File: config.mk
export PLATFORM = sky130hd
export DESIGN_NAME = tick_timer_wdt
export DESIGN_NICKNAME = d
export VERILOG_FILES = /design/src/rtl/tick_timer_wdt.sv
export SDC_FILE = /design/constraint.sdc
export NUM_CORES = 1
export LEC_CHECK = 0
export BUFFER_PORTS_ARGS = -buffer_cell sky130_fd_sc_hd__buf_2
export CAP_MARGIN = 0
export CORE_MARGIN = 1
export CORE_UTILIZATION = 50
export CTS_BUF_LIST = sky130_fd_sc_hd__clkbuf_8 sky130_fd_sc_hd__clkbuf_16
export DETAILED_ROUTE_END_ITERATION = 12
export PLACE_DENSITY_LB_ADDON = 0.08
export SLEW_MARGIN = 5
export SYNTH_ARGS = -nofsm -noshare
export SYNTH_HDL_FRONTEND = slang
export SYNTH_SLANG_ARGS = --single-unit
File: constraint.sdc
create_clock -name clk -period 5.8 [get_ports clk]
set_input_delay 0.58 -clock clk [delete_from_list [all_inputs] [get_ports clk]]
set_output_delay 0.58 -clock clk [all_outputs]
set_load 0.01 [all_outputs]
File: src/rtl/tick_timer_wdt.sv
module tick_timer_wdt #(
  parameter int PRE_W  = 10,
  parameter int CNT_W  = 24,
  parameter int WD_W   = 24,
  parameter int DATA_W = 32,
  parameter int ADDR_W = 4
) (
  input  logic              clk,
  input  logic              rst_n,
  input  logic [ADDR_W-1:0] addr,
  input  logic [DATA_W-1:0] wdata,
  input  logic              we,
  output logic [DATA_W-1:0] rdata,
  output logic [1:0]        irq,
  output logic              wdog_n
);
  localparam logic [ADDR_W-1:0] A_PRE_RLD = ADDR_W'(0);
  localparam logic [ADDR_W-1:0] A_PRE_CNT = ADDR_W'(1);
  localparam logic [ADDR_W-1:0] A_WD      = ADDR_W'(8);
  localparam int NT = 2;

  logic [PRE_W-1:0] pre_rld, pre_cnt;
  logic [WD_W-1:0]  wd_cnt;
  logic             tick;

  logic [CNT_W-1:0] t_rld [NT];
  logic [CNT_W-1:0] t_cnt [NT];
  logic             t_en  [NT];
  logic             t_per [NT];
  logic             t_irq [NT];

  assign tick = (pre_cnt == '0);

  always_ff @(posedge clk or negedge rst_n) begin
    if (!rst_n) begin
      pre_rld <= '1;
      pre_cnt <= '1;
    end else if (we && addr == A_PRE_RLD) begin
      pre_rld <= PRE_W'(wdata);
      pre_cnt <= PRE_W'(wdata);
    end else if (tick) begin
      pre_cnt <= pre_rld;
    end else begin
      pre_cnt <= pre_cnt - PRE_W'(1);
    end
  end

  for (genvar k = 0; k < NT; k++) begin : g_tmr
    localparam logic [ADDR_W-1:0] A_RLD = ADDR_W'(2 + 3 * k);
    localparam logic [ADDR_W-1:0] A_CTL = ADDR_W'(4 + 3 * k);
    logic rld_wr, ctl_wr, uf;
    assign rld_wr = we && addr == A_RLD;
    assign ctl_wr = we && addr == A_CTL;
    assign uf     = tick && t_en[k] && t_cnt[k] == '0;

    always_ff @(posedge clk or negedge rst_n) begin
      if (!rst_n) begin
        t_rld[k] <= '0;
        t_cnt[k] <= '0;
        t_en[k]  <= 1'b0;
        t_per[k] <= 1'b0;
        t_irq[k] <= 1'b0;
      end else begin
        t_irq[k] <= uf;
        if (rld_wr) t_rld[k] <= CNT_W'(wdata);
        if (ctl_wr) begin
          t_en[k]  <= wdata[0];
          t_per[k] <= wdata[1];
        end else if (uf && !t_per[k]) begin
          t_en[k] <= 1'b0;
        end
        if (ctl_wr && wdata[2])     t_cnt[k] <= t_rld[k];
        else if (uf)                t_cnt[k] <= t_per[k] ? t_rld[k] : '0;
        else if (tick && t_en[k])   t_cnt[k] <= t_cnt[k] - CNT_W'(1);
      end
    end
  end

  assign irq = {t_irq[1], t_irq[0]};

  always_ff @(posedge clk or negedge rst_n) begin
    if (!rst_n)                     wd_cnt <= '1;
    else if (we && addr == A_WD)    wd_cnt <= WD_W'(wdata);
    else if (tick && wd_cnt != '0)  wd_cnt <= wd_cnt - WD_W'(1);
  end

  assign wdog_n = (wd_cnt != '0);

  always_comb begin
    rdata = '0;
    case (addr)
      A_PRE_RLD:   rdata = DATA_W'(pre_rld);
      A_PRE_CNT:   rdata = DATA_W'(pre_cnt);
      ADDR_W'(2):  rdata = DATA_W'(t_rld[0]);
      ADDR_W'(3):  rdata = DATA_W'(t_cnt[0]);
      ADDR_W'(4):  rdata = DATA_W'({t_per[0], t_en[0]});
      ADDR_W'(5):  rdata = DATA_W'(t_rld[1]);
      ADDR_W'(6):  rdata = DATA_W'(t_cnt[1]);
      ADDR_W'(7):  rdata = DATA_W'({t_per[1], t_en[1]});
      A_WD:        rdata = DATA_W'(wd_cnt);
      default:     rdata = '0;
    endcase
  end
endmodule

==> impl_metrics.csv, run 1 <==
group,metric,value,unit
floorplanning,rows,47,
global_route,grt_overflow,0,
power,vdd_drop_max,0.222,mV
worst_setup_path,critPathSlowestCell,"nor2_1",
global_route,grt_max_degree,104,
sta,fin_crit,3.30,ns
detailed_routing,viasPerCell,6.40,
sta,hold_violations,0,
worst_setup_path,crit_required,6.17,ns
worst_setup_path,start_kind,"register",
floorplanning,core,16600,sq um
synth,yosysTopAreaCell,"dfrtp_1",
power,power_frac_clock,30.3,%
synth,yosysSeqAreaShare,43.3,%
layout,area_growth,11.6,%
layout,antenna_cells,0,
sta,final-max-slew-violation-count,0,
synth,synth.cell_area,8560,sq um
detailed_routing,routed_wl,26.9,mm
clocking,holdBufCountCts,0,
synth,synth.most_common_cell,"nand2_1",
sta,slew_headroom,19.6,%
floorplanning,start_util,51.5,%
worst_setup_path,reg2reg_setup_slack,2.50,ns
detailed_routing,first_pass_iters,6,
synth,synth-warning-count,0,
power,p_comb_share,21.7,%
clocking,cts_sinks,146,
floorplanning,die_area,17700,sq um
detailed_routing,vias,7792,
flow_run,cap_violations,0,
global_route,antenna_found_initial,0,
clocking,cts-root-buf,"clkbuf_16",
sta,rsz0062_at_grt,"no",
detailed_routing,wl_per_cell,22.1,um
clocking,ctsResizeCount,0,
power,p_switching,1.27,mW
detailed_routing,drt-initial-drc-count,817,
sta,fmax,303,MHz
sta,setup_viol_count_final,0,
synth,netlist_top_cells_count,"nand2_1 (131), dfrtp_1 (102), nor2_1 (73), a21oi_1 (65), o21ai_0 (56)",
floorplanning,die-height,133,um
worst_setup_path,critical_path.top_delay_family,"simple AND/OR/NAND/NOR gates",
synth,synthCells,952,
floorplanning,io_pins,74,
sta,worst_pin_slew,1.20,ns
synth,synth_top_area_share,29.8,%
worst_setup_path,cp.buffers_inverters,0,
layout,layout.nets,1032,
sta,post-route-period-util,57.0,%
worst_setup_path,cp_data_arrival_time,3.68,ns
worst_hold_path,hp-class,"in -> async",
power,power_density,376,nW/um^2
run_status,status,"finished, final reports clean",
power,p_int,2.32,mW
global_route,grt_usage,31.6,%
power,leakage,3.92,nW
clocking,numCtsBuffers,17,
worst_setup_path,cp-startpoint,"pre_cnt[5]$_DFF_PN1_",
clocking,cts_tree,"done",
place,dp_slack,2.62,ns
worst_setup_path,worstSetupEndpoint,"t_cnt[21]$_DFFE_PN0P_",
worst_setup_path,endpoint_kind,"register",
synth,synth_flop_cell,"dfrtp_1",
sta,tns,0,ns
clocking,cts_setup_buffers,0,
worst_setup_path,r2r_cells,6,
synth,ys_ff_latch,146,
layout,drive_gt1_share,21.5,%
clocking,clock_path_buffers,2,
detailed_routing,postRouteAntennaNets,0,
power,swShare,35.4,%
sta,setup_ws,2.50,ns
synth,synth-edff-count,0,
worst_setup_path,reg2reg_to,"t_cnt[21]$_DFFE_PN0P_",
place,hpwl,19.3,mm
detailed_routing,drc,0,
worst_setup_path,worst-path-stages,6,
place,portBuffers,57,
worst_setup_path,path_cells,"nor4_2, nand2_1, nor2_1, a31o_2, a22o_1, a21o_1",
clocking,clkLatencyLatePin,0.43,ns
place,gp_congestion,0.893,
global_route,grt_pass1_wl,42.3,mm
sta,fin_skew,0.00807,ns
synth,ys_types,67,
power,seqPwrFrac,48.0,%
clocking,h-tree-depth,4,
worst_setup_path,slowest_delay,0.85,ns
worst_setup_path,crit_type,"reg -> reg",
synth,async_flop_share,100,%
clocking,clkSlewWorstSetupHoldPaths,0.07,ns
worst_setup_path,cp_max_fo,23,
global_route,grt_pass1_vias,7208,
synth,avgSynthCellArea,8.99,sq um
floorplanning,die_w,133,um
synth,synth_area_leaders,"dfrtp_1 (30%), dfstp_2 (14%), mux2_2 (6.8%), nand2_1 (5.7%), a22oi_1 (4.4%)",
worst_setup_path,r2r-start,"pre_cnt[5]$_DFF_PN1_",
sequential cells by signal, indices dropped and copies added (netlist names):
name	flops
t_cnt	48
t_rld	48
wd_cnt	24
pre_cnt	10
pre_rld	10
irq	2
t_en	2
t_per	2
power by group through the flow:
stage | clock, mW | sequential (mW) | combinational, mW
2_1_floorplan | 0 | 1.57 | 0.605
3_3_place_gp | 0 | 1.72 | 0.756
3_5_place_dp | 0 | 1.72 | 0.773
4_1_cts | 1.10 | 1.70 | 0.777
5_1_grt | 1.14 | 1.76 | 0.874
6_report | 1.09 | 1.72 | 0.779
routing by layer:
| layer | global-route usage [%] | vias up | wire [um] |
|---|---|---|---|
| met2 | 46.5 | 328 | 12100 |
| met3 | 6.74 | 25 | 2320 |
| li1 | - | 3588 | - |
| met1 | 47.0 | 3851 | 12200 |
| met5 | 0 | - | 0 |
| met4 | 8.24 | 0 | 325 |
worst min path at each step:
stage | depth (start not counted) | to | slack [ns]
floorplan | 0 | irq[0]$_DFF_PN0_ | 0.28
global placement | 2 | pre_rld[1]$_DFFE_PN1P_ | 0.46
detailed placement | 2 | pre_rld[8]$_DFFE_PN1P_ | 0.46
CTS | 1 | t_cnt[0]$_DFFE_PN0P_ | 0.31
global route | 1 | t_cnt[3]$_DFFE_PN0P_ | 0.33
finish | 1 | t_cnt[3]$_DFFE_PN0P_ | 0.24
area by class of cell:
class,count,area (sq um)
flip-flops and latches,146,3710
clock inverters,15,148
fillers,1543,7090
multi-input cells,737,4560
inverters,14,52.6
well taps,220,275
repair buffers,69,382
clock buffers,17,425
stage by stage:
stage / total power, mW / cell area (sq um) / utilization [%] / hold slack, ns / cells
finish: 3.59 / 9560 / 57.4 / 0.238 / 1218
detailed placement: 2.49 / 8980 / 54.0 / 0.465 / 1186
floorplan: 2.18 / 8590 / - / 0.284 / 959
global placement: 2.47 / 8980 / 54.0 / 0.460 / 1186
global route: 3.78 / 9560 / 57.4 / 0.327 / 1218
CTS: 3.58 / 9560 / 57.4 / 0.306 / 1218
logic make-up after synthesis:
| group | Yosys count | share of synthesized area (%) |
|---|---|---|
| xor+xnor | 31 | 3.17 |
| simple gates | 377 | 21.2 |
| mux | 59 | 7.66 |
| flops | 146 | 43.3 |
| buf+inv | 76 | 3.93 |
| compound gates | 254 | 19.5 |
| other cells | 1 | 0.0438 |
| fa+ha+maj | 8 | 1.17 |
cells in the final DEF, fill, tap and decap left out, types with 6 or more instances in the layout:
master / count
a32oi_1: 7
xor2_1: 8
nand3_1: 32
nor3_1: 45
inv_1: 13
o21ai_1: 6
xnor2_1: 23
o21ai_0: 56
nor2_1: 73
a221o_1: 6
nor4_1: 16
ha_1: 8
a21oi_1: 65
a22o_1: 7
conb_1: 8
o31ai_1: 13
o211ai_1: 6
nand4_1: 8
mux2_2: 52
dfstp_2: 44
buf_2: 56
dfrtp_1: 102
nand2_1: 131
buf_4: 12
or4_1: 13
inv_6: 7
or3_1: 18
clkbuf_16: 17
a22oi_1: 50
mux2i_1: 7
No activity file was read; power rests on OpenSTA's default activity.
==> inputs of run 2 (changes only) <==
- clock period: 5.8 -> 3.25 ns (I/O delays scaled with it)
==> run 2 against run 1 <==
  * Global-route usage is 0.88 points higher
  * Fmax is 17% higher
  * Clock skew is 0.0040 ns higher
  * Total power is 81% higher
  * Sequential power is 79% higher
  * Non-clock buffer count is 24 higher
  * Clock power is 83% higher
  * Routed wire length is 3.7% higher
  * Setup slack worse by 2.1 ns
  * First-iteration DRC count is 17% higher
  * Critical path type unchanged
  * Largest power group unchanged
==> impl_metrics.csv, run 2 (synthesis gave the netlist of run 1 again) <==
group,metric,value,unit
global_route,antenna_found_initial,0,
worst_setup_path,crit_type,"reg -> reg",
clocking,numCtsBuffers,17,
clocking,h-tree-depth,4,
detailed_routing,vias,8024,
floorplanning,io_pins,74,
run_status,status,"finished, final reports clean",
sta,hold_violations,0,
detailed_routing,postRouteAntennaNets,0,
global_route,grt_pass1_wl,43.2,mm
place,dp_cells,1209,
clocking,cts_setup_buffers,0,
worst_setup_path,r2r-start,"pre_cnt[5]$_DFF_PN1_",
power,power_density,667,nW/um^2
floorplanning,core,16600,sq um
layout,drive_gt1_share,23.1,%
floorplanning,start_util,51.5,%
global_route,grt_overflow,0,
detailed_routing,viasPerCell,6.46,
power,p_int,4.26,mW
detailed_routing,wl_per_cell,22.5,um
flow_run,cap_violations,0,
worst_setup_path,slowest_delay,0.52,ns
power,leakage,4.03,nW
worst_setup_path,cp_data_arrival_time,3.17,ns
worst_hold_path,hp-class,"in -> reg",
sta,worst_pin_slew,1.10,ns
worst_hold_path,whs_path_depth,3,
power,p_switching,2.25,mW
floorplanning,die-height,133,um
place,hpwl,20.1,mm
worst_setup_path,crit_required,3.59,ns
floorplanning,die_w,133,um
layout,top_regs,"t_cnt: 48 flops, t_rld: 48 flops, wd_cnt: 24 flops",
sta,post-route-period-util,87.2,%
clocking,clkSlewWorstSetupHoldPaths,0.06,ns
global_route,grt_usage,32.5,%
place,portBuffers,57,
layout,layout_commonest_cell,"nand2_1",
layout,layout.nets,1056,
floorplanning,die_area,17700,sq um
layout,area_growth,14.1,%
sta,setup_viol_count_final,0,
worst_hold_path,min_to,"wd_cnt[10]$_DFFE_PN1P_",
sta,slew_headroom,25.8,%
sta,rsz0062_at_grt,"no",
clocking,clock_path_buffers,2,
worst_setup_path,start_kind,"register",
place,gp_congestion,0.893,
sta,fin_skew,0.0121,ns
worst_setup_path,path_cells,"nor4_2, buf_4, and3_1, nand4_1, nor4_1, xnor2_1, a21oi_1",
sta,holdWs,0.141,ns
clocking,clkLatencyLatePin,0.44,ns
layout,antenna_cells,0,
power,swShare,34.6,%
worst_setup_path,r2r_cells,7,
power,power_frac_clock,30.6,%
global_route,grt_max_degree,74,
clocking,cts_sinks,146,
floorplanning,rows,47,
clocking,cts_tree,"done",
worst_setup_path,endpoint_kind,"register",
global_route,grt_pass1_vias,7305,
layout,instances_no_fill,1242,
worst_setup_path,cp_max_fo,9,
power,vdd_drop_max,0.442,mV
power,seqPwrFrac,47.3,%
detailed_routing,drc,0,
sta,fin_crit,2.83,ns
detailed_routing,first_pass_iters,6,
detailed_routing,routed_wl,27.9,mm
power,p_comb_share,22.1,%
worst_setup_path,reg2reg_to,"wd_cnt[16]$_DFFE_PN1P_",
worst_hold_path,worstHoldStart,"wdata[10]",
layout,layout_common_cells,"nand2_1 (131), dfrtp_1 (102), nor2_1 (73), a21oi_1 (65)",
power,fin_total_pwr,6.51,mW
sta,final-max-slew-violation-count,0,
sta,fmax,353,MHz
worst_setup_path,critPathSlowestCell,"nor4_2",
worst_setup_path,reg2reg_setup_slack,0.42,ns
clocking,cts-root-buf,"clkbuf_16",
sta,tns,0,ns
detailed_routing,drt-initial-drc-count,959,
## run 2: changes by cell type in the layout (fill, tap and decap cells not counted)
cell / before / now
clkinvlp_4: 1 / 5
clkinv_4: 3 / 2
inv_1: 13 / 14
inv_8: 1 / 0
dlygate4sd3_1: 0 / 1
bufinv_16: 1 / 2
clkinv_1: 1 / 2
buf_12: 0 / 1
inv_6: 7 / 1
clkbuf_8: 0 / 2
inv_4: 1 / 0
buf_4: 12 / 34
## run 2: power groups by stage
stage	logic [mW]	registers, mW	clock network [mW]
floorplan	1.08	2.80	0
global placement	1.38	3.06	0
detailed placement	1.42	3.07	0
CTS	1.43	3.04	2.00
global route	1.61	3.14	2.07
finish	1.44	3.08	2.00
## run 2: how the worst max path moves through the flow
| stage | from | end | slack (ns) |
|---|---|---|---|
| after global routing | pre_cnt[5]$_DFF_PN1_ | wd_cnt[16]$_DFFE_PN1P_ | 0.21 |
| after global placement | pre_cnt[5]$_DFF_PN1_ | wd_cnt[16]$_DFFE_PN1P_ | 0.49 |
| after floorplan | t_cnt[33]$_DFFE_PN0P_ | t_cnt[44]$_DFFE_PN0P_ | 0.72 |
| final | pre_cnt[5]$_DFF_PN1_ | wd_cnt[16]$_DFFE_PN1P_ | 0.42 |
| after detailed placement | pre_cnt[5]$_DFF_PN1_ | wd_cnt[16]$_DFFE_PN1P_ | 0.48 |
| after CTS | wd_cnt[9]$_DFFE_PN1P_ | wdog_n | 0.44 |
## run 2: critical path: cells and delay by family, from the launching register on
| family | cells | cell delay, ns |
|---|---|---|
| compound gates | 1 | 0.08 |
| xor+xnor | 1 | 0.16 |
| buf+inv | 1 | 0.23 |
| simple gates | 4 | 1.87 |
| flops | 1 | 0.39 |
## run 2: metrics by stage
| stage | setup WS, ns | utilization (%) | area, sq um |
|---|---|---|---|
| floorplan | 0.722 | - | 8590 |
| global placement | 0.494 | 55.1 | 9170 |
| detailed placement | 0.484 | 55.1 | 9170 |
| finish | 0.417 | 58.7 | 9770 |
| CTS | 0.442 | 58.7 | 9770 |
| global route | 0.211 | 58.7 | 9770 |
## run 2: final cells by class
| cell class | instances | area (sq um) |
|---|---|---|
| Tap cell | 220 | 275 |
| Fill cell | 1486 | 6880 |
| Clock inverter | 13 | 136 |
| Timing Repair Buffer | 93 | 577 |
| Sequential cell | 146 | 3710 |
| Multi-Input combinational cell | 737 | 4560 |
| Inverter | 14 | 52.6 |
| Clock buffer | 19 | 453 |
## run 2: per-layer routing
| layer | track usage [%] | share of wire, % | vias up |
|---|---|---|---|
| met5 | 0 | 0 | - |
| met4 | 8.43 | 1.4 | 0 |
| met3 | 7.01 | 9.8 | 34 |
| met2 | 47.9 | 45 | 415 |
| met1 | 48.2 | 44 | 3946 |
| li1 | - | - | 3629 |
## run 2: what timing repair did
action,CTS,global route
gates resized for setup,0,0
hold endpoints to repair,59,0
hold buffers,1,0
